--- config.mk ---
export PLATFORM = sky130hd
export DESIGN_NAME = prbs_stim_gen
export DESIGN_NICKNAME = d
export VERILOG_FILES = /design/src/rtl/prbs_stim_pkg.sv /design/src/rtl/prbs_len_mask.sv /design/src/rtl/prbs_seed_guard.sv /design/src/rtl/prbs_lfsr.sv /design/src/rtl/prbs_burst_ctr.sv /design/src/rtl/prbs_stim_gen.sv
export SDC_FILE = /design/constraint.sdc
export NUM_CORES = 1
export LEC_CHECK = 0
export BUFFER_PORTS_ARGS = -buffer_cell sky130_fd_sc_hd__buf_2
export CAP_MARGIN = 40
export CORE_ASPECT_RATIO = 1.25
export CORE_MARGIN = 1
export CORE_UTILIZATION = 30
export DETAILED_ROUTE_END_ITERATION = 16
export SYNTH_ARGS = -nofsm -noshare
export SYNTH_HDL_FRONTEND = slang
export SYNTH_SLANG_ARGS = --single-unit
--- constraint.sdc ---
create_clock -name clk -period 2.3 [get_ports clk]
set_input_delay 0.46 -clock clk [delete_from_list [all_inputs] [get_ports clk]]
set_output_delay 0.46 -clock clk [all_outputs]
set_load 0.03 [all_outputs]
--- src/rtl/prbs_stim_pkg.sv ---
package prbs_stim_pkg;

  typedef enum logic [1:0] {
    MODE_PRBS  = 2'd0,
    MODE_ALT   = 2'd1,
    MODE_BURST = 2'd2,
    MODE_RSVD  = 2'd3
  } stim_mode_e;

  localparam int NUM_LEN = 5;
  localparam int LEN_TAB [NUM_LEN] = '{7, 10, 11, 15, 23};
  localparam int TAP_TAB [NUM_LEN] = '{6, 7, 9, 14, 18};
  localparam int LEN_IDX_W = 3;
  localparam int MAX_SUPPORTED = 23;

  function automatic logic [63:0] len_mask(input int n);
    return (64'd1 << n) - 64'd1;
  endfunction

  function automatic logic [LEN_IDX_W-1:0] norm_len(input logic [LEN_IDX_W-1:0] code);
    return (code > LEN_IDX_W'(NUM_LEN - 1)) ? LEN_IDX_W'(NUM_LEN - 1) : code;
  endfunction

  function automatic stim_mode_e norm_mode(input logic [1:0] code);
    return (code == 2'd3) ? MODE_PRBS : stim_mode_e'(code);
  endfunction

endpackage

--- src/rtl/prbs_len_mask.sv ---
module prbs_len_mask
  import prbs_stim_pkg::*;
#(
  parameter int MAX_W = 23
) (
  input  logic [LEN_IDX_W-1:0] len_idx,
  output logic [MAX_W-1:0]     mask
);
  logic [MAX_W-1:0] mask_v [NUM_LEN];

  for (genvar g = 0; g < NUM_LEN; g++) begin : g_mask
    logic [63:0] full;
    assign full      = len_mask(LEN_TAB[g]);
    assign mask_v[g] = full[MAX_W-1:0];
  end

  always_comb begin
    mask = mask_v[NUM_LEN-1];
    for (int i = 0; i < NUM_LEN; i++) begin
      if (len_idx == LEN_IDX_W'(i)) mask = mask_v[i];
    end
  end
endmodule

--- src/rtl/prbs_seed_guard.sv ---
module prbs_seed_guard #(
  parameter int MAX_W = 23
) (
  input  logic [MAX_W-1:0] seed,
  input  logic [MAX_W-1:0] mask,
  output logic [MAX_W-1:0] seed_ok
);
  logic [MAX_W-1:0] kept;

  always_comb begin
    kept    = seed & mask;
    seed_ok = (kept == '0) ? mask : kept;
  end
endmodule

--- src/rtl/prbs_lfsr.sv ---
module prbs_lfsr
  import prbs_stim_pkg::*;
#(
  parameter int MAX_W = 23
) (
  input  logic                 clk,
  input  logic                 rst_n,
  input  logic                 load,
  input  logic [MAX_W-1:0]     load_val,
  input  logic                 step,
  input  logic [LEN_IDX_W-1:0] len_idx,
  input  logic [MAX_W-1:0]     mask,
  output logic [MAX_W-1:0]     state,
  output logic                 msb
);
  logic [MAX_W-1:0] state_q;
  logic [NUM_LEN-1:0] fb_v;
  logic [NUM_LEN-1:0] last_v;
  logic fb;

  for (genvar g = 0; g < NUM_LEN; g++) begin : g_poly
    assign last_v[g] = state_q[LEN_TAB[g]-1];
    assign fb_v[g]   = state_q[LEN_TAB[g]-1] ^ state_q[TAP_TAB[g]-1];
  end

  always_comb begin
    fb  = fb_v[NUM_LEN-1];
    msb = last_v[NUM_LEN-1];
    for (int i = 0; i < NUM_LEN; i++) begin
      if (len_idx == LEN_IDX_W'(i)) begin
        fb  = fb_v[i];
        msb = last_v[i];
      end
    end
  end

  always_ff @(posedge clk) begin
    if (!rst_n) begin
      state_q <= '1;
    end else if (load) begin
      state_q <= load_val;
    end else if (step) begin
      state_q <= {state_q[MAX_W-2:0], fb} & mask;
    end
  end

  assign state = state_q;
endmodule

--- src/rtl/prbs_burst_ctr.sv ---
module prbs_burst_ctr #(
  parameter int BURST_W = 16
) (
  input  logic               clk,
  input  logic               rst_n,
  input  logic               clear,
  input  logic               arm,
  input  logic [BURST_W-1:0] count_in,
  input  logic               dec,
  output logic [BURST_W-1:0] remaining,
  output logic               live
);
  logic [BURST_W-1:0] cnt_q;

  always_ff @(posedge clk) begin
    if (!rst_n || clear) begin
      cnt_q <= '0;
    end else if (arm) begin
      cnt_q <= count_in;
    end else if (dec && cnt_q != '0) begin
      cnt_q <= cnt_q - BURST_W'(1);
    end
  end

  assign remaining = cnt_q;
  assign live      = (cnt_q != '0);
endmodule

--- src/rtl/prbs_stim_gen.sv ---
module prbs_stim_gen
  import prbs_stim_pkg::*;
#(
  parameter int MAX_W   = 23,
  parameter int BURST_W = 16
) (
  input  logic               clk,
  input  logic               rst_n,
  input  logic               load,
  input  logic [MAX_W-1:0]   seed,
  input  logic [2:0]         len_sel,
  input  logic [1:0]         mode_sel,
  input  logic               start,
  input  logic [BURST_W-1:0] burst_len,
  input  logic               out_ready,
  output logic               out_valid,
  output logic               out_bit
);
  logic [LEN_IDX_W-1:0] new_len;
  logic [LEN_IDX_W-1:0] cfg_len_q;
  stim_mode_e           cfg_mode_q;
  logic                 armed_q;
  logic                 alt_q;
  logic [MAX_W-1:0]     new_mask;
  logic [MAX_W-1:0]     cfg_mask;
  logic [MAX_W-1:0]     seed_ok;
  logic [MAX_W-1:0]     lfsr_state;
  logic                 lfsr_bit;
  logic [BURST_W-1:0]   burst_left;
  logic                 burst_live;
  logic                 fire;
  logic                 is_alt;
  logic                 is_burst;

  assign new_len  = norm_len(len_sel);
  assign is_alt   = (cfg_mode_q == MODE_ALT);
  assign is_burst = (cfg_mode_q == MODE_BURST);

  prbs_len_mask #(.MAX_W(MAX_W)) u_mask_new (
    .len_idx (new_len),
    .mask    (new_mask)
  );

  prbs_len_mask #(.MAX_W(MAX_W)) u_mask_cfg (
    .len_idx (cfg_len_q),
    .mask    (cfg_mask)
  );

  prbs_seed_guard #(.MAX_W(MAX_W)) u_guard (
    .seed    (seed),
    .mask    (new_mask),
    .seed_ok (seed_ok)
  );

  always_ff @(posedge clk) begin
    if (!rst_n) begin
      cfg_len_q  <= LEN_IDX_W'(NUM_LEN - 1);
      cfg_mode_q <= MODE_PRBS;
      armed_q    <= 1'b0;
      alt_q      <= 1'b1;
    end else if (load) begin
      cfg_len_q  <= new_len;
      cfg_mode_q <= norm_mode(mode_sel);
      armed_q    <= 1'b1;
      alt_q      <= 1'b1;
    end else if (fire && is_alt) begin
      alt_q      <= ~alt_q;
    end
  end

  assign out_valid = armed_q && (!is_burst || burst_live);
  assign out_bit   = is_alt ? alt_q : lfsr_bit;
  assign fire      = out_valid && out_ready;

  prbs_lfsr #(.MAX_W(MAX_W)) u_lfsr (
    .clk      (clk),
    .rst_n    (rst_n),
    .load     (load),
    .load_val (seed_ok),
    .step     (fire && !is_alt),
    .len_idx  (cfg_len_q),
    .mask     (cfg_mask),
    .state    (lfsr_state),
    .msb      (lfsr_bit)
  );

  prbs_burst_ctr #(.BURST_W(BURST_W)) u_burst (
    .clk       (clk),
    .rst_n     (rst_n),
    .clear     (load),
    .arm       (start),
    .count_in  (burst_len),
    .dec       (fire && is_burst),
    .remaining (burst_left),
    .live      (burst_live)
  );
endmodule

# [Word level (Yosys, flattened, before mapping)]
# Cells that the tools add are included.
[op_classes] order_cmp=1 n_bitwise=9 addsub=1 eq_ne=11 n_mux=28 n_reduce_logical=18
[op_table] cell="2-to-1 mux 23 bit" n=13
[op_table] cell="AND 23 bit" n=2
[op_table] cell="2-to-1 mux 16 bit" n=2
[op_table] cell="zero test 23 bit" n=1
[op_table] cell="nonzero test 16 bit" n=1
[op_table] cell="subtractor 16 x 1 -> 16 bit (second input constant)" n=1
[op_table] cell="equality test 3 x 2 -> 1 bit (second input constant)" n=4
[op_table] cell="2-to-1 mux 1 bit" n=11
[op_table] cell="equality test 3 x 1 -> 1 bit (second input constant)" n=2
[op_table] cell="equality test 3 bit (second input constant)" n=2
[op_table] cell="logical AND 1 bit" n=6
[op_table] cell="zero test 3 bit" n=2
[op_table] cell="XOR 1 bit" n=5
[op_table] cell="equality test 2 bit (second input constant)" n=2
[op_table] cell="nonzero test 2 bit" n=2
[op_table] cell="greater-than comparator 3 bit (second input constant)" n=1
[op_table] cell="zero test 1 bit" n=3
[op_table] cell="2-to-1 mux 3 bit" n=1
[op_table] cell="equality test 2 x 1 -> 1 bit (second input constant)" n=1
[op_table] cell="logical OR 1 bit" n=2
[op_table] cell="2-to-1 mux 2 bit" n=1
[op_table] cell="inverter 1 bit" n=2
[op_table] cell="OR reduction 2 bit" n=1
[word_totals] in_bits=49 output_inout_bits=2 wordCells=74 reg_bits=46

# [Depth between registers and ports, before layout]
# Gate-level depths: netlist (run 1).
[logic_depth] word_depth=12 ltp_mapped=8 mapped_depth_nobuf=7

# [By module]
# From an unflattened synthesis (run 1), not the netlist that was laid out.
[unflattened] hier_cells=447 area_unflattened_um2=3372.0
[modules_own_cells] module="prbs_lfsr" seq_area_each_um2=460.4 cells_per_inst=146 n_inst=1 area_each_um2=1221.2
[modules_own_cells] module="prbs_burst_ctr" seq_area_each_um2=320.3 cells_per_inst=133 n_inst=1 area_each_um2=1042.2
[modules_own_cells] module="prbs_seed_guard" seq_area_each_um2=0.0 cells_per_inst=82 n_inst=1 area_each_um2=392.9
[modules_own_cells] module="prbs_stim_gen" seq_area_each_um2=140.1 cells_per_inst=38 n_inst=1 area_each_um2=372.9
[modules_own_cells] module="prbs_len_mask" seq_area_each_um2=0.0 cells_per_inst=24 n_inst=2 area_each_um2=171.4

# [Worst setup path after synthesis (run 1)]
# Ideal clock, no wire load.
[synth_timing] kind="register to output" from="register cfg_len_q[0]" to="output out_bit" t_arrival_ns=1.534 t_required_ns=1.840 path_stages_with_launch=5 path_slack_ns=0.306 path_buffers=1 cell_sequence="dfxtp_1 > clkbuf_1 > mux4_2 > mux2i_1 > o21ai_0"
[synth_between] elab_chain_len=7 elab_cells_between_ends=11 cone_classes="eq/ne: 4; mux: 6; reduce/logical: 1"
[synth_rtl] item="start: declaration" line_no="prbs_stim_gen.sv:20" rtl="logic [LEN_IDX_W-1:0] cfg_len_q;"
[synth_rtl] item="start signal: assignment" line_no="prbs_stim_gen.sv:57" rtl="cfg_len_q <= LEN_IDX_W'(NUM_LEN - 1);"
[synth_rtl] item="start signal: assignment" line_no="prbs_stim_gen.sv:62" rtl="cfg_len_q <= new_len;"
[synth_rtl] item="zero test 3 bit" line_no="prbs_lfsr.sv:30" rtl="if (len_idx == LEN_IDX_W'(i)) begin"
[synth_rtl] item="2-to-1 mux 1 bit (4 in a row)" line_no="prbs_lfsr.sv:30"
[synth_rtl] item="2-to-1 mux 1 bit *" line_no="prbs_lfsr.sv:30"
[synth_rtl] item="2-to-1 mux 1 bit *" line_no="prbs_stim_gen.sv:72" rtl="assign out_bit = is_alt ? alt_q : lfsr_bit;"
[synth_rtl] item="end: declaration" line_no="prbs_stim_gen.sv:17" rtl="output logic out_bit"
# Mark *: on every way between the ends. The rest lies on a longest branch, timed or not.

# [Worst setup path in the final report (run 1)]
[layout_timing] from="register u_burst.cnt_q[1], in the netlist u_burst.remaining[1]" to="output out_valid"
[layout_between] elab_chain_len=3
[layout_rtl] item="start: declaration" line_no="prbs_burst_ctr.sv:13" rtl="logic [BURST_W-1:0] cnt_q;"
[layout_rtl] item="start signal: assignment" line_no="prbs_burst_ctr.sv:19" rtl="cnt_q <= count_in;"
[layout_rtl] item="start signal: assignment" line_no="prbs_burst_ctr.sv:21" rtl="cnt_q <= cnt_q - BURST_W'(1);"
[layout_rtl] item="nonzero test 16 bit" line_no="prbs_burst_ctr.sv:26" rtl="assign live = (cnt_q != '0);"
[layout_rtl] item="logical OR 1 bit" line_no="prbs_stim_gen.sv:71" rtl="assign out_valid = armed_q && (!is_burst || burst_live);"
[layout_rtl] item="logical AND 1 bit" line_no="prbs_stim_gen.sv:71"
[layout_rtl] item="end: declaration" line_no="prbs_stim_gen.sv:16" rtl="output logic out_valid,"
# No other way between the ends.

==> run_results.csv, run 1 <==
group,metric,value,unit
timing,fin_crit,2.235,ns
pwr,power_density,581.9,nW/um^2
logic_synthesis,netlist_instances,302,
timing,max_freq,447.3,MHz
grt,grt_pass1_vias,2406,
timing,finalSetupViolCount,0,
placement,postPlaceCellArea,2975,sq um
setup_path,r2r_end,"u_lfsr.state[21]$_SDFFE_PN1P_",
logic_synthesis,synth_edf_count,0,
hold_path,hold_class,"input port to flop",
route,via_count,2439,
route,wire_per_inst,14.26,microns
logic_synthesis,ys_seq_area_frac,0.3576,
floorplanning,die_h,105.6,microns
pwr,p_leak,1.178,nW
placement,place_worst_setup_slack,0.1310,ns
setup_path,r2r_slack,0.15,ns
placement,port-buffer-count,50,
route,drt_iter0_drc,84,
logic_synthesis,synthArstFlopShare,0,
logic_synthesis,synth_area,2575,sq um
finish,final_cell_area,3123,sq um
grt,grt_overflow,0,
clocking,cts_buffer_depth,2,
status,violations,"design-rule violations",
floorplanning,die_area,8960,sq um
route,final_antenna_net_count,0,
setup_path,rr_startpoint,"u_burst.remaining[1]$_SDFFE_PP0P_",
clocking,clockRootBuffer,"clkbuf_8",
setup_path,crit_required,1.84,ns
placement,dp_hpwl,4770,microns
floorplanning,rows,37,
placement,routabilityCongestion,0.8203,
grt,grt_max_degree,32,
logic_synthesis,synth_fp_nets,352,
route,viasPerCell,5.372,
setup_path,crit_fanout,5,
clocking,cts_hold_buf,0,
status,outcome,"complete, but fails checks",
setup_path,worstSetupEndpoint,"out_valid",
setup_path,worstSetupPathType,"flop to output port",
route,drc_errors,4,
timing,maxSlewViolCount,0,
logic_synthesis,synth_area_per_cell,8.526,sq um
finish,fin_nets,406,
finish,area.growth.synth_to_final,21.28,%
finish,final_layout_size_suffix_gt1_frac,0.2717,
route,wirelength,6474,microns
grt,grt_antenna_before_repair,0,
timing,fin_crit_sh,0.9719,
clocking,cts-buffers-inserted,5,
floorplanning,start_util,0.3107,
clocking,cts-htree-levels,2,
timing,worstMarginPinSlew,0.4222,ns
timing,hold_viol,0,
floorplanning,die_w,84.87,microns
grt,grt_pass1_wl,11230,microns
timing,maxSlewHeadroom,0.7160,
finish,final_util,0.3769,
timing,fin_skew,0.01668,ns
finish,diodes,0,
setup_path,startpoint_type,"flop",
floorplanning,io_pins,51,
grt,gr-usage-all-layers,0.1559,
clocking,cts_sinks,46,
setup_path,cp.arrival,1.78,ns
flow_run,maxCapViolCount,0,
logic_synthesis,synth_flop_cell,"dfxtp_1",
setup_path,r2r_cells,8,
pwr,ir_drop,0.2462,mV
logic_synthesis,ys_ff_latch,46,
logic_synthesis,synth-warning-count,0,
setup_path,startpoint,"u_burst.remaining[1]$_SDFFE_PP0P_",
clocking,cts_tree,"yes",
floorplanning,coreArea,8287,sq um
clocking,clk_pin_slew,0.09,ns
route,drt-pass1-iter-count,11,
timing,fin_tns_setup,0,ns
setup_path,cp-end-kind,"output port",
clocking,clkLatencyLatePin,0.32,ns
timing,hold-worst-slack,0.3939,ns
logic_synthesis,ys_types,56,
timing,fin_ws,0.06454,ns
==> how the worst min path moves through the flow <==
stage	depth (start not counted)	slack, ns	from	end
after CTS	2	0.38	rst_n	u_lfsr.state[10]$_SDFFE_PN1P_
final	2	0.39	rst_n	u_lfsr.state[10]$_SDFFE_PN1P_
after global placement	1	0.45	u_lfsr.state[21]$_SDFFE_PN1P_	u_lfsr.state[21]$_SDFFE_PN1P_
after detailed placement	2	0.46	u_lfsr.state[11]$_SDFFE_PN1P_	u_lfsr.state[11]$_SDFFE_PN1P_
after floorplan	1	0.44	u_lfsr.state[21]$_SDFFE_PN1P_	u_lfsr.state[21]$_SDFFE_PN1P_
after global routing	2	0.41	rst_n	u_lfsr.state[10]$_SDFFE_PN1P_
==> cells in the mapped netlist (6+ instances only) <==
cell type | n | share of area
o22ai_1 | 6 | 0.015
nor2b_1 | 6 | 0.015
o21ai_1 | 7 | 0.014
xnor2_1 | 13 | 0.044
nor4_1 | 7 | 0.017
o21ai_0 | 19 | 0.037
a211oi_1 | 7 | 0.020
nand2_1 | 15 | 0.022
o22a_1 | 8 | 0.027
nor2_1 | 19 | 0.028
nor3_1 | 9 | 0.017
dfxtp_1 | 46 | 0.36
clkbuf_1 | 13 | 0.019
a21oi_1 | 42 | 0.082
nand2b_1 | 6 | 0.015
==> where the power goes <==
| group | total [mW] | leakage, nW | internal (mW) | switching (mW) |
|---|---|---|---|---|
| clock network | 0.520 | 0.0441 | 0.214 | 0.306 |
| registers | 0.907 | 0.381 | 0.852 | 0.0551 |
| logic | 0.390 | 0.752 | 0.187 | 0.203 |
| total | 1.82 | 1.18 | 1.25 | 0.564 |
==> cells in the final DEF, fill, tap and decap left out, types with 2 or more instances in the layout <==
cell        n
a2111oi_2   2
a211o_1     2
a211oi_1    7
a21oi_1    42
a22o_1      5
and4_1      2
buf_2      49
buf_4      16
clkbuf_8    5
dfxtp_1    45
inv_1       5
mux2i_1     3
nand2_1    15
nand2b_1    6
nand3_1     4
nand3b_1    5
nand4_1     2
nand4b_1    2
nor2_1     19
nor2b_1     5
nor3_1      9
nor3b_1     2
nor4_1      5
nor4_4      2
o21ai_0    19
o21ai_1     7
o22a_1      8
o22ai_1     6
o31ai_1     5
o31ai_2     4
or3_1       2
or4_1       2
xnor2_1    13
xor2_1      2
==> critical path: stages, from the launching register on <==
cell	delay (ns)
dfxtp_1	0.33
inv_1	0.08
ha_2	0.19
nor2b_4	0.15
and4b_2	0.29
nand4b_1	0.10
and2_4	0.18
buf_4	0.16
==> flip-flops by register name (all words and copies together), names as in the netlist <==
register,flops
u_lfsr.state,23
cfg_mode_q,2
cfg_len_q,3
alt_q,1
u_burst.remaining,16
armed_q,1
==> cells by family after synthesis <==
logic type / Yosys count / synth area share
buf+inv: 25 / 0.04276
compound gates: 118 / 0.3105
simple gates: 90 / 0.1997
xor+xnor: 15 / 0.05102
fa+ha+maj: 2 / 0.009231
flops: 46 / 0.3576
mux: 6 / 0.02915
==> cell type report <==
| cell class | count | area [sq um] |
|---|---|---|
| clock buffer | 5 | 68.82 |
| clock inverter | 3 | 21.27 |
| fill | 858 | 5164 |
| inverter | 6 | 22.52 |
| multi-input combinational | 231 | 1579 |
| sequential | 46 | 924.6 |
| tap | 97 | 121.4 |
| timing repair buffer | 66 | 385.4 |
==> layer usage <==
metal  up-vias  part of all wire  global-route usage
met5         -                 0                   0
met4         0             0.012             0.05206
met3         9             0.040             0.02976
met2        50              0.49              0.2747
met1      1136              0.46              0.1888
li1       1244                 -                   -
==> through the flow <==
stage                     std cells  power, mW
final                           454      1.817
after global routing            454      1.921
after CTS                       451      1.822
after detailed placement        443      1.301
after global placement          442      1.296
after floorplan                 302      1.167
==> what timing repair did <==
action                                  4_1_cts  5_1_grt
endpoints found under the setup margin        1        1
resized for setup                             4        6
pin swaps                                     0        4
buffers inserted                              0        3
No activity file was read; power rests on OpenSTA's default activity.
==> inputs of run 2 (changes only) <==
- PLACE_DENSITY_LB_ADDON: default -> 0.05
==> run_results.csv, run 2 (synthesis gave the netlist of run 1 again) <==
group,metric,value,unit
setup_path,crit_fanout,4,
pwr,p_leak,1.193,nW
route,drt-pass1-iter-count,6,
timing,fin_crit_sh,0.9608,
floorplanning,io_pins,51,
pwr,ir_drop,0.2552,mV
timing,fin_skew,0.01255,ns
placement,place_worst_setup_slack,0.1547,ns
grt,grt_pass1_vias,2430,
finish,diodes,0,
floorplanning,die_h,105.6,microns
timing,worstMarginPinSlew,0.6095,ns
clocking,cts_hold_buf,0,
status,outcome,"completed",
timing,hold_viol,0,
floorplanning,die_w,84.87,microns
clocking,cts-htree-levels,2,
timing,maxSlewHeadroom,0.5912,
route,drc_errors,0,
route,via_count,2443,
clocking,cts_buffer_depth,2,
clocking,cts-buffers-inserted,5,
pwr,power_density,611.4,nW/um^2
setup_path,worstSetupPathType,"flop to output port",
finish,final_util,0.3793,
finish,mostFrequentLayoutCells,"49 x buf_2, 45 x dfxtp_1, 42 x a21oi_1, 19 x o21ai_0, 19 x nor2_1",
setup_path,r2r_slack,0.18,ns
finish,area.growth.synth_to_final,22.06,%
route,viasPerCell,5.369,
route,wire_per_inst,15.47,microns
route,routed-wl-met2,3680,microns
finish,fin_nets,408,
finish,largest_reg_flops,23,
route,drt_iter0_drc,67,
timing,hold-worst-slack,0.3820,ns
floorplanning,start_util,0.3107,
flow_run,maxCapViolCount,0,
grt,gr-usage-all-layers,0.1663,
placement,port-buffer-count,50,
clocking,clk_pin_slew,0.09,ns
placement,routabilityCongestion,0.7547,
route,wl_met3,170,microns
floorplanning,coreArea,8287,sq um
floorplanning,die_area,8960,sq um
timing,finalSetupViolCount,0,
clocking,cts_tree,"yes",
route,wirelength,7039,microns
timing,max_freq,452.5,MHz
setup_path,crit_required,1.84,ns
grt,grt_max_degree,31,
finish,fillers,896,
route,final_antenna_net_count,0,
placement,postPlaceCellArea,2985,sq um
timing,fin_tns_setup,0,ns
finish,final_cell_area,3143,sq um
timing,fin_ws,0.09013,ns
setup_path,cp.arrival,1.75,ns
clocking,clkLatencyLatePin,0.30,ns
route,wl_met1,3091,microns
clocking,cts_sinks,46,
finish,layout_commonest_cell,"buf_2",
grt,grt_pass1_wl,11810,microns
hold_path,hold_class,"input port to flop",
setup_path,cp-end-kind,"output port",
timing,fin_crit,2.210,ns
grt,grt_antenna_before_repair,0,
grt,grt_overflow,0,
finish,final_layout_size_suffix_gt1_frac,0.2709,
placement,dp_hpwl,5295,microns
clocking,clockRootBuffer,"clkbuf_8",
timing,maxSlewViolCount,0,
floorplanning,rows,37,
route,top_layer,"met4",
setup_path,startpoint_type,"flop",
run 2: cell type report:
| cell class | count | area, sq um | area share |
|---|---|---|---|
| clock buffers | 6 | 82.58 | 0.02627 |
| well taps | 97 | 121.4 | 0.03861 |
| flip-flops and latches | 46 | 922.1 | 0.2934 |
| multi-input cells | 231 | 1577 | 0.5016 |
| clock inverters | 1 | 30.03 | 0.009554 |
| inverters | 6 | 22.52 | 0.007166 |
| repair buffers | 68 | 387.9 | 0.1234 |
run 2: worst paths after layout:
path / startpoint / to / cells after the start
hold / removal: rst_n / u_lfsr.state[10]$_SDFFE_PN1P_ / 2
hold reg to reg: u_lfsr.state[21]$_SDFFE_PN1P_ / u_lfsr.state[21]$_SDFFE_PN1P_ / 1
setup / recovery: u_burst.remaining[5]$_SDFFE_PP0P_ / out_valid / 5
setup reg to reg: u_burst.remaining[1]$_SDFFE_PP0P_ / u_lfsr.state[21]$_SDFFE_PN1P_ / 8
run 2: critical path: stages, from the launching register on:
cell and delay, ns:
dfxtp_1 0.36, nor4_4 0.36, and4b_2 0.29, nand4b_1 0.09, and2_1 0.18, clkbuf_4 0.18
run 2: repair_timing:
action | CTS | global route
resized for setup | 2 | 6
setup endpoints to repair | 1 | 4
pin swaps | 1 | 1
setup buffers | 1 | 1
cloned | 0 | 0
endpoints found under the hold margin | 0 | 0
run 2: layer usage:
layer | vias up | GRT usage
li1 | 1238 | -
met1 | 1160 | 0.1973
met2 | 36 | 0.3020
met3 | 9 | 0.03132
met4 | 0 | 0.04722
met5 | - | 0
run 2: stage by stage:
| stage | cells | total power, mW |
|---|---|---|
| after floorplan | 302 | 1.167 |
| after global placement | 446 | 1.309 |
| after detailed placement | 446 | 1.309 |
| after CTS | 454 | 1.938 |
| after global routing | 455 | 2.025 |
| final | 455 | 1.922 |
run 2: power breakdown:
group          internal (mW)  switching, mW
registers              0.852         0.0559
logic                  0.185          0.206
clock network          0.348          0.274
total                   1.39          0.536
